<file path="src/rtl/mtmr_pkg.sv">
// Shared offsets, control bit positions and decode types of the machine timer.
package mtmr_pkg;
    localparam int ADDR_W = 5;

    localparam logic [ADDR_W-1:0] OFS_CTRL   = 5'h00;
    localparam logic [ADDR_W-1:0] OFS_CNT_LO = 5'h04;
    localparam logic [ADDR_W-1:0] OFS_CNT_HI = 5'h08;
    localparam logic [ADDR_W-1:0] OFS_CMP_LO = 5'h0C;
    localparam logic [ADDR_W-1:0] OFS_CMP_HI = 5'h10;

    localparam int BIT_EN = 0;
    localparam int BIT_FS = 1;

    typedef enum logic [2:0] {
        SRC_NONE,
        SRC_CTRL,
        SRC_CNT_LO,
        SRC_CNT_HI,
        SRC_CMP_LO,
        SRC_CMP_HI
    } rd_src_e;

    typedef struct packed {
        logic ctrl;
        logic cnt_lo;
        logic cnt_hi;
        logic cmp_lo;
        logic cmp_hi;
    } wr_stb_t;
endpackage

</file>
<file path="src/rtl/mtmr_decode.sv">
// Address decode of the timer's register port.
// Turns one access into a register selector and per-register write strobes.
// Assumes: the offset is compared in full, and anything unmapped selects nothing.
module mtmr_decode
    import mtmr_pkg::*;
(
    input  logic              sel,
    input  logic              we,
    input  logic [ADDR_W-1:0] addr,
    output rd_src_e           src,
    output wr_stb_t           wr
);
    // Map the offset to the register it names.
    always_comb begin
        unique case (addr)
            OFS_CTRL:   src = SRC_CTRL;
            OFS_CNT_LO: src = SRC_CNT_LO;
            OFS_CNT_HI: src = SRC_CNT_HI;
            OFS_CMP_LO: src = SRC_CMP_LO;
            OFS_CMP_HI: src = SRC_CMP_HI;
            default:    src = SRC_NONE;
        endcase
    end

    // Raise the write strobe of the selected register on a write access.
    always_comb begin
        wr        = '0;
        wr.ctrl   = sel && we && (src == SRC_CTRL);
        wr.cnt_lo = sel && we && (src == SRC_CNT_LO);
        wr.cnt_hi = sel && we && (src == SRC_CNT_HI);
        wr.cmp_lo = sel && we && (src == SRC_CMP_LO);
        wr.cmp_hi = sel && we && (src == SRC_CMP_HI);
    end
endmodule

</file>
<file path="src/rtl/mtmr_counter.sv">
// Shared 64-bit time counter.
// A write to either half replaces that half only, and a write beats that cycle's step.
// Assumes: at most one half is written per cycle, since the port carries one access.
module mtmr_counter #(
    parameter int DATA_W = 32
) (
    input  logic                clk,
    input  logic                rst_n,
    input  logic                wr_lo,
    input  logic                wr_hi,
    input  logic [DATA_W-1:0]   wdata,
    input  logic                step,
    output logic [2*DATA_W-1:0] cnt
);
    localparam int CNT_W = 2 * DATA_W;
    localparam logic [CNT_W-1:0] ONE = {{(CNT_W-1){1'b0}}, 1'b1};

    // Load a half, or advance the full width so the carry reaches the high half at once.
    always_ff @(posedge clk) begin
        if (!rst_n)
            cnt <= '0;
        else if (wr_lo)
            cnt[DATA_W-1:0] <= wdata;
        else if (wr_hi)
            cnt[CNT_W-1:DATA_W] <= wdata;
        else if (step)
            cnt <= cnt + ONE;
    end
endmodule

</file>
<file path="src/rtl/mtmr_cmp_slot.sv">
// One core's compare register and its registered interrupt level.
// Assumes: the strobes are already qualified by the core ID, and the reset
// value of all ones keeps the interrupt low until software programs it.
module mtmr_cmp_slot #(
    parameter int DATA_W = 32
) (
    input  logic                clk,
    input  logic                rst_n,
    input  logic                wr_lo,
    input  logic                wr_hi,
    input  logic [DATA_W-1:0]   wdata,
    input  logic [2*DATA_W-1:0] cnt,
    output logic [2*DATA_W-1:0] cmp,
    output logic                irq
);
    localparam int CNT_W = 2 * DATA_W;

    // Hold the compare value and replace one half per write.
    always_ff @(posedge clk) begin
        if (!rst_n)
            cmp <= '1;
        else if (wr_lo)
            cmp[DATA_W-1:0] <= wdata;
        else if (wr_hi)
            cmp[CNT_W-1:DATA_W] <= wdata;
    end

    // Register the reached-or-passed comparison as the interrupt level.
    always_ff @(posedge clk) begin
        if (!rst_n)
            irq <= 1'b0;
        else
            irq <= (cnt >= cmp);
    end
endmodule

</file>
<file path="src/rtl/dual_core_mtimer.sv">
// Machine timer for several cores: one shared counter, one compare slot per core.
// Holds the control bits and builds the step enable, then returns a registered read.
// Assumes: bus_core stays below NUM_CORES, and an out-of-range ID reads compare as zero.
module dual_core_mtimer
    import mtmr_pkg::*;
#(
    parameter int DATA_W    = 32,
    parameter int NUM_CORES = 2
) (
    input  logic                 clk,
    input  logic                 rst_n,
    input  logic                 tick_i,
    input  logic                 bus_sel,
    input  logic                 bus_we,
    input  logic                 bus_core,
    input  logic [ADDR_W-1:0]    bus_addr,
    input  logic [DATA_W-1:0]    bus_wdata,
    output logic                 bus_rvalid,
    output logic [DATA_W-1:0]    bus_rdata,
    output logic [NUM_CORES-1:0] irq
);
    localparam int CNT_W = 2 * DATA_W;

    rd_src_e                         src;
    wr_stb_t                         wr;
    logic                            ctl_en;
    logic                            ctl_fs;
    logic                            step;
    logic [CNT_W-1:0]                cnt;
    logic [NUM_CORES-1:0][CNT_W-1:0] cmp_vec;
    logic [NUM_CORES-1:0]            own;
    logic [CNT_W-1:0]                cmp_sel;
    logic [DATA_W-1:0]               rd_mux;

    mtmr_decode u_dec (
        .sel  (bus_sel),
        .we   (bus_we),
        .addr (bus_addr),
        .src  (src),
        .wr   (wr)
    );

    // Keep the enable and full-speed control bits.
    always_ff @(posedge clk) begin
        if (!rst_n) begin
            ctl_en <= 1'b0;
            ctl_fs <= 1'b0;
        end else if (wr.ctrl) begin
            ctl_en <= bus_wdata[BIT_EN];
            ctl_fs <= bus_wdata[BIT_FS];
        end
    end

    // Step on every clock at full speed, or only on tick clocks otherwise.
    assign step = ctl_en && (ctl_fs || tick_i);

    mtmr_counter #(.DATA_W(DATA_W)) u_cnt (
        .clk   (clk),
        .rst_n (rst_n),
        .wr_lo (wr.cnt_lo),
        .wr_hi (wr.cnt_hi),
        .wdata (bus_wdata),
        .step  (step),
        .cnt   (cnt)
    );

    for (genvar g = 0; g < NUM_CORES; g++) begin : g_slot
        assign own[g] = (32'(bus_core) == g);

        mtmr_cmp_slot #(.DATA_W(DATA_W)) u_slot (
            .clk   (clk),
            .rst_n (rst_n),
            .wr_lo (wr.cmp_lo && own[g]),
            .wr_hi (wr.cmp_hi && own[g]),
            .wdata (bus_wdata),
            .cnt   (cnt),
            .cmp   (cmp_vec[g]),
            .irq   (irq[g])
        );
    end

    // Pick the accessing core's compare value.
    always_comb begin
        cmp_sel = '0;
        for (int i = 0; i < NUM_CORES; i++)
            if (own[i]) cmp_sel = cmp_vec[i];
    end

    // Select the word that a read returns.
    always_comb begin
        unique case (src)
            SRC_CTRL: begin
                rd_mux         = '0;
                rd_mux[BIT_EN] = ctl_en;
                rd_mux[BIT_FS] = ctl_fs;
            end
            SRC_CNT_LO: rd_mux = cnt[DATA_W-1:0];
            SRC_CNT_HI: rd_mux = cnt[CNT_W-1:DATA_W];
            SRC_CMP_LO: rd_mux = cmp_sel[DATA_W-1:0];
            SRC_CMP_HI: rd_mux = cmp_sel[CNT_W-1:DATA_W];
            default:    rd_mux = '0;
        endcase
    end

    // Register the read response.
    always_ff @(posedge clk) begin
        if (!rst_n) begin
            bus_rvalid <= 1'b0;
            bus_rdata  <= '0;
        end else begin
            bus_rvalid <= bus_sel && !bus_we;
            bus_rdata  <= (bus_sel && !bus_we) ? rd_mux : '0;
        end
    end
endmodule

</file>
<file path="config.mk">
export PLATFORM = sky130hd
export DESIGN_NAME = dual_core_mtimer
export DESIGN_NICKNAME = d
export VERILOG_FILES = /design/src/rtl/mtmr_pkg.sv /design/src/rtl/mtmr_decode.sv /design/src/rtl/mtmr_counter.sv /design/src/rtl/mtmr_cmp_slot.sv /design/src/rtl/dual_core_mtimer.sv
export SDC_FILE = /design/constraint.sdc
export NUM_CORES = 1
export LEC_CHECK = 0
export ABC_CLOCK_PERIOD_IN_PS = 9050
export BUFFER_PORTS_ARGS = -buffer_cell sky130_fd_sc_hd__clkbuf_2
export CAP_MARGIN = 30
export CORE_UTILIZATION = 58
export DETAILED_ROUTE_END_ITERATION = 8
export MAX_ROUTING_LAYER = met4
export PLACE_DENSITY_LB_ADDON = 0.2
export SLEW_MARGIN = 20
export SYNTH_ARGS = -nofsm -noshare
export SYNTH_HDL_FRONTEND = slang
export SYNTH_SLANG_ARGS = --single-unit
</file>
<file path="constraint.sdc">
create_clock -name clk -period 9.05 [get_ports clk]
set_clock_uncertainty 0.2 [all_clocks]
set_input_delay 1.81 -clock clk [delete_from_list [all_inputs] [get_ports clk]]
set_output_delay 1.81 -clock clk [all_outputs]
set_load 0.05 [all_outputs]
</file>
-- After elaboration in Yosys (flattened, before gate mapping)
Cells that the tools add are included.
W data, S select, Z words.
- $add $sub $neg: 1
- equal/unequal tests: 10
- magnitude comparators: 2
- bitwise logic cells: 4
- mux-type cells: 7
- reductions and logical operators: 22
- operator list (operator ; count):
    $pmux W32 S5 ; 1
    $ge A64 B64 Y1 ; 2
    $mux W64 ; 2
    $mux W32 ; 3
    $add A64 B1 Y64 const B ; 1
    $pmux W3 S5 ; 1
    $logic_and A1 B1 Y1 ; 12
    $eq A5 B4 Y1 const B ; 2
    $reduce_and A2 Y1 ; 5
    $eq A3 B2 Y1 const B ; 2
    $eq A3 B3 Y1 const B ; 2
    $eq A5 B3 Y1 const B ; 1
    $eq A5 B5 Y1 const B ; 1
    $logic_not A5 Y1 ; 1
    $not A1 Y1 ; 4
    $reduce_bool A2 Y1 ; 2
    $eq A3 B1 Y1 const B ; 1
    $ne A2 B1 Y1 const B ; 1
    $logic_not A1 Y1 ; 1
    $logic_or A1 B1 Y1 ; 1
- logic and storage cells: 58
- output and inout bits: 35
- flip-flop bits (word level): 229
- input port bits: 43

-- Longest topological paths before layout
- depth in word-level cells: 7
- gate-level depth with buffers: 9
- mapped depth without buffers: 8

-- Cells and area by module
A second synthesis with hierarchy kept.
- cells, all modules: 1732
- area, all modules: 14357.5 um2
- by module, submodules not included (module ; area each (um2) ; cells an instance ; instances):
    mtmr_counter ; 4070.2 ; 555 ; 1
    mtmr_cmp_slot (g_slot[0].u_slot) ; 3742.3 ; 443 ; 1
    mtmr_cmp_slot (g_slot[1].u_slot) ; 3731.1 ; 445 ; 1
    dual_core_mtimer ; 2701.3 ; 272 ; 1
    mtmr_decode ; 112.6 ; 17 ; 1

-- Worst setup path after synthesis
No wires, ideal clock.
- path kind: in2reg
- start: in bus_addr[4]
- end: reg u_cnt.cnt[33]
- setup slack: 4913 ps
- path buffers: 3
- setup time: 132 ps
- data arrival time: 3805 ps
- cell stages on the path: 9
- path through: clkbuf_1 or4b_2 or3_1 buf_2 o21ai_2 buf_6 nor4_1 a31oi_1 a21oi_1
- cells in the longest elaborated chain, start to end: 6
- elaborated cells between the ends (all ways): 14
- RTL lines (what ; RTL line ; source):
    from (decl) ; dual_core_mtimer.sv:16 ; input logic [ADDR_W-1:0] bus_addr,
    $eq A5 B5 Y1, or another cell as far along ; mtmr_decode.sv:15 ; unique case (addr)
    $pmux W3 S5 * ; mtmr_decode.sv:15 ;
    $eq A3 B2 Y1 (on tied branches) ; mtmr_decode.sv:30, mtmr_decode.sv:29 ;
    $logic_and A1 B1 Y1 (on tied branches) ; mtmr_decode.sv:30, mtmr_decode.sv:29 ;
    $reduce_bool A2 Y1 (no source line) / $not A1 Y1 (equally long branches) ; -- ;
    $reduce_and A2 Y1 (no source line) ; -- ;
    to (signal, indexed assignment) ; mtmr_counter.sv:23 ; cnt[DATA_W-1:0] <= wdata;
    to (signal, indexed assignment) ; mtmr_counter.sv:25 ; cnt[CNT_W-1:DATA_W] <= wdata;
    to (signal assigned) ; mtmr_counter.sv:27 ; cnt <= cnt + ONE;
    to (decl) ; mtmr_counter.sv:13 ; output logic [2*DATA_W-1:0] cnt
Mark *: on every way between the ends. The rest lies on a longest branch, timed or not.
A chain may end at the register's enable or synchronous reset.

-- Worst setup path after layout
- start: in bus_addr[3]
- end: reg g_slot[0].u_slot.cmp[49]
- cells in the longest elaborated chain, start to end: 7
- elaborated cells between the ends (all ways): 14
- RTL lines (what ; RTL line ; source):
    $eq A5 B5 Y1, or another cell as far along ; mtmr_decode.sv:15 ;
    $pmux W3 S5 * ; mtmr_decode.sv:15 ;
    $eq A3 B3 Y1 ; mtmr_decode.sv:31 ; wr.cmp_lo = sel && we && (src == SRC_CMP_LO);
    $logic_and A1 B1 Y1 ; mtmr_decode.sv:31 ;
    $logic_and A1 B1 Y1 ; dual_core_mtimer.sv:73 ; .wr_lo (wr.cmp_lo && own[g]),
    $not A1 Y1 (no source line) ; -- ;
    $reduce_and A2 Y1 (no source line) * ; -- ;
    to (signal, indexed assignment) ; mtmr_cmp_slot.sv:23 ; cmp[DATA_W-1:0] <= wdata;
    to (signal, indexed assignment) ; mtmr_cmp_slot.sv:25 ; cmp[CNT_W-1:DATA_W] <= wdata;
    to (decl) ; mtmr_cmp_slot.sv:13 ; output logic [2*DATA_W-1:0] cmp,
Marked as above.

==> impl_metrics.yaml <==
timing:
  rsz0062_at_grt: "false"
  relSlewSlack_pct: 35.4
  max_clock_freq_mhz: 218
  timing.final.crit_share_pct: 50.7
  slew_viol_final: 0
  final-hold-violation-count: 0
  worst_slew_pin_slew_ns: 0.962
  period_needed_ns: 4.59
  setup_viol: 0
  fin_tns_setup_ns: 0
drt:
  drt_iter0_drc: 1470
  avgViaCountPerCell: 6.42
  ant_nets: 0
  drc: 0
  vias: 13103
  routedWlPerCell_microns: 20.2
  drtPass1Iterations: 7
  routed_wl_microns: 41300
global_routing:
  grt_pass1_vias: 11968
  antenna_found_initial: 0
  overflow: 0
  grt_use_total_pct: 35.2
  grt_max_degree: 74
  grt_pass1_wl_microns: 65100
final_layout:
  fin_nets: 1884
  layout-drive-gt1-share_pct: 8.74
  num-fill-cells: 1970
  antenna_cells: 0
  area_growth_pct: 10.1
clocking:
  cts.reportedPaths.clkPinSlew_ns: 0.06
  ctsHoldBuffers: 0
  clockBufferDepth: 3
  cts_setup_buffers: 0
  h-tree-depth: 1
  cts_tree: "built"
  cts_resized: 0
  clk_latency_ns: 0.54
  cts.sinks: 229
  cts-root-buf: "clkbuf_16"
  numCtsBuffers: 26
synth:
  ys_seq_elements: 229
  yosys-top-cells-area: "dfxtp_1, ha_1, o211ai_1"
  synth_warnings: 0
  synth_edf_count: 0
  synthTopCellsByCount: "nand2_1, dfxtp_1, o211ai_1"
  synth_flop_cell: "dfxtp_1"
  yosysMostFrequentCell: "nand2_1"
  syn-cell-area_sq_um: 13600
  synth_cell_types: 66
  synth_nets: 1864
  synth_top_area_share_pct: 33.8
  syn_avg_cell_area_sq_um: 8.01
  synth_area_leader_cell: "dfxtp_1"
  async_reset_ff_share_pct: 0
  synthCells: 1692
  ys_seq_area_share_pct: 33.8
critical_path:
  critPathMaxStageDelay_ns: 0.86
  critical_path_peak_fanout: 71
  crit_buf_inv: 4
  cp-start-kind: "input port"
  r2r-start: "u_cnt.cnt[9]"
  crit_chain: "clkbuf_2, buf_4, nor4_1, and2_1, buf_4, and3_2, buf_16, o211ai_1"
  required_ns: 9.21
  slowest_stage: "nor4_1"
  cp_top_family: "simple AND/OR/NAND/NOR gates"
  path_common_cell: "buf_4"
  end_kind: "register"
  critPathLaunch: "bus_addr[3]"
  arrival_ns: 4.75
  path_class: "input port to register"
power_and_ir_drop:
  finalPower_mw: 2.22
  peakVddDrop_mv: 0.137
  leakage_nw: 6.93
  cellPowerDensity_nw_per_um2: 149
job:
  maxCapViolations: 0
placed_design:
  port_buffers: 77
  place.detailed.hpwl_microns: 28700
  place.gp.congestion: 0.962
floorplan:
  rows: 55
  io_pins: 78
  die_height_microns: 155
  die-area_sq_um: 24000
  die_w_microns: 155
  initial_core_util_pct: 59.5
  coreArea_sq_um: 22800
min_path:
  hold_class: "register to register"
  min-delay-start: "g_slot[1].u_slot.cmp[28]"
status:
  outcome: "complete, no violations"
[layout make-up]
type                            instances  area, sq um  share of cell area, %
Clock buffer                           43          786                   5.27
Clock inverter                          1         5.00                 0.0336
Inverter                              139          522                   3.50
Multi-Input combinational cell       1217         8040                   53.9
Sequential cell                       229         4580                   30.7
Tap cell                              313          392                   2.63
Timing Repair Buffer                   99          589                   3.95
[cells in the final DEF (no fill, tap or decap), drive strengths merged, types with 12 or more instances in the layout]
cell / netlist / routed
a211oi: 24 / 24
a21oi: 90 / 90
a222oi: 30 / 30
a22oi: 16 / 16
a31oi: 22 / 22
and3: 18 / 18
buf: 16 / 23
clkbuf: 89 / 118
dfxtp: 229 / 229
ha: 129 / 129
inv: 139 / 139
mux2i: 36 / 36
nand2: 239 / 239
nand3: 52 / 52
nand4: 32 / 32
nor2: 118 / 118
nor3: 20 / 20
nor4: 17 / 17
o211ai: 152 / 152
o21ai: 85 / 85
or4: 14 / 14
xnor2: 21 / 21
xor2: 12 / 12
[logic make-up after synthesis]
| group | count (synthesis) | share of synthesized area, % |
|---|---|---|
| compound gates | 468 | 23.4 |
| xor+xnor | 33 | 2.13 |
| fa+ha+maj | 129 | 11.9 |
| buf+inv | 246 | 7.17 |
| flops | 229 | 33.8 |
| mux | 36 | 2.66 |
| simple gates | 551 | 18.9 |
[worst reg2reg max path, stage by stage (launching register included)]
cell and delay, ns:
dfxtp_1 0.51, nand4_2 0.23, or4_1 0.78, nor4b_4 0.77
nand3_2 0.24, or4b_1 0.56, a31oi_1 0.16
[through the flow]
step           util, %  area, sq um  hold WS [ns]  std cells  worst slack [ns]
2_1_floorplan        -        13600         0.268       1692              4.91
3_3_place_gp      61.7        14100         0.304       1993              3.90
3_5_place_dp      61.9        14100         0.308       1996              3.99
4_1_cts           65.4        14900         0.321       2040              4.54
5_1_grt           65.5        14900         0.334       2041              4.28
6_report          65.5        14900         0.320       2041              4.46
[power by group]
group / total, mW / leakage, nW / switching (mW) / internal [mW]
sequential: 1.06 / 1.85 / 0.0389 / 1.03
combinational: 0.157 / 4.69 / 0.0994 / 0.0573
clock: 1.00 / 0.386 / 0.418 / 0.584
total: 2.22 / 6.93 / 0.556 / 1.67
[worst paths after layout]
| kind | endpoint | slack [ns] | depth (start not counted) |
|---|---|---|---|
| max | g_slot[0].u_slot.cmp[49] | 4.46 | 8 |
| min | g_slot[1].u_slot.cmp[28] | 0.32 | 2 |
| max reg2reg | u_cnt.cnt[56] | 5.53 | 6 |
| min reg2reg | g_slot[1].u_slot.cmp[28] | 0.32 | 2 |
[per-layer routing]
metal	global-route usage (%)	part of all wire (%)
met4	12.3	3.3
met3	4.71	7.6
met5	-	0
met2	56.5	46
met1	45.5	43
[sequential cells by signal, indices dropped and copies added, names as in the netlist]
register	flops
ctl_fs	1
bus_rvalid	1
g_slot.u_slot.irq	2
g_slot.u_slot.cmp	128
u_cnt.cnt	64
ctl_en	1
bus_rdata	32
No activity file was read; power rests on OpenSTA's default activity.
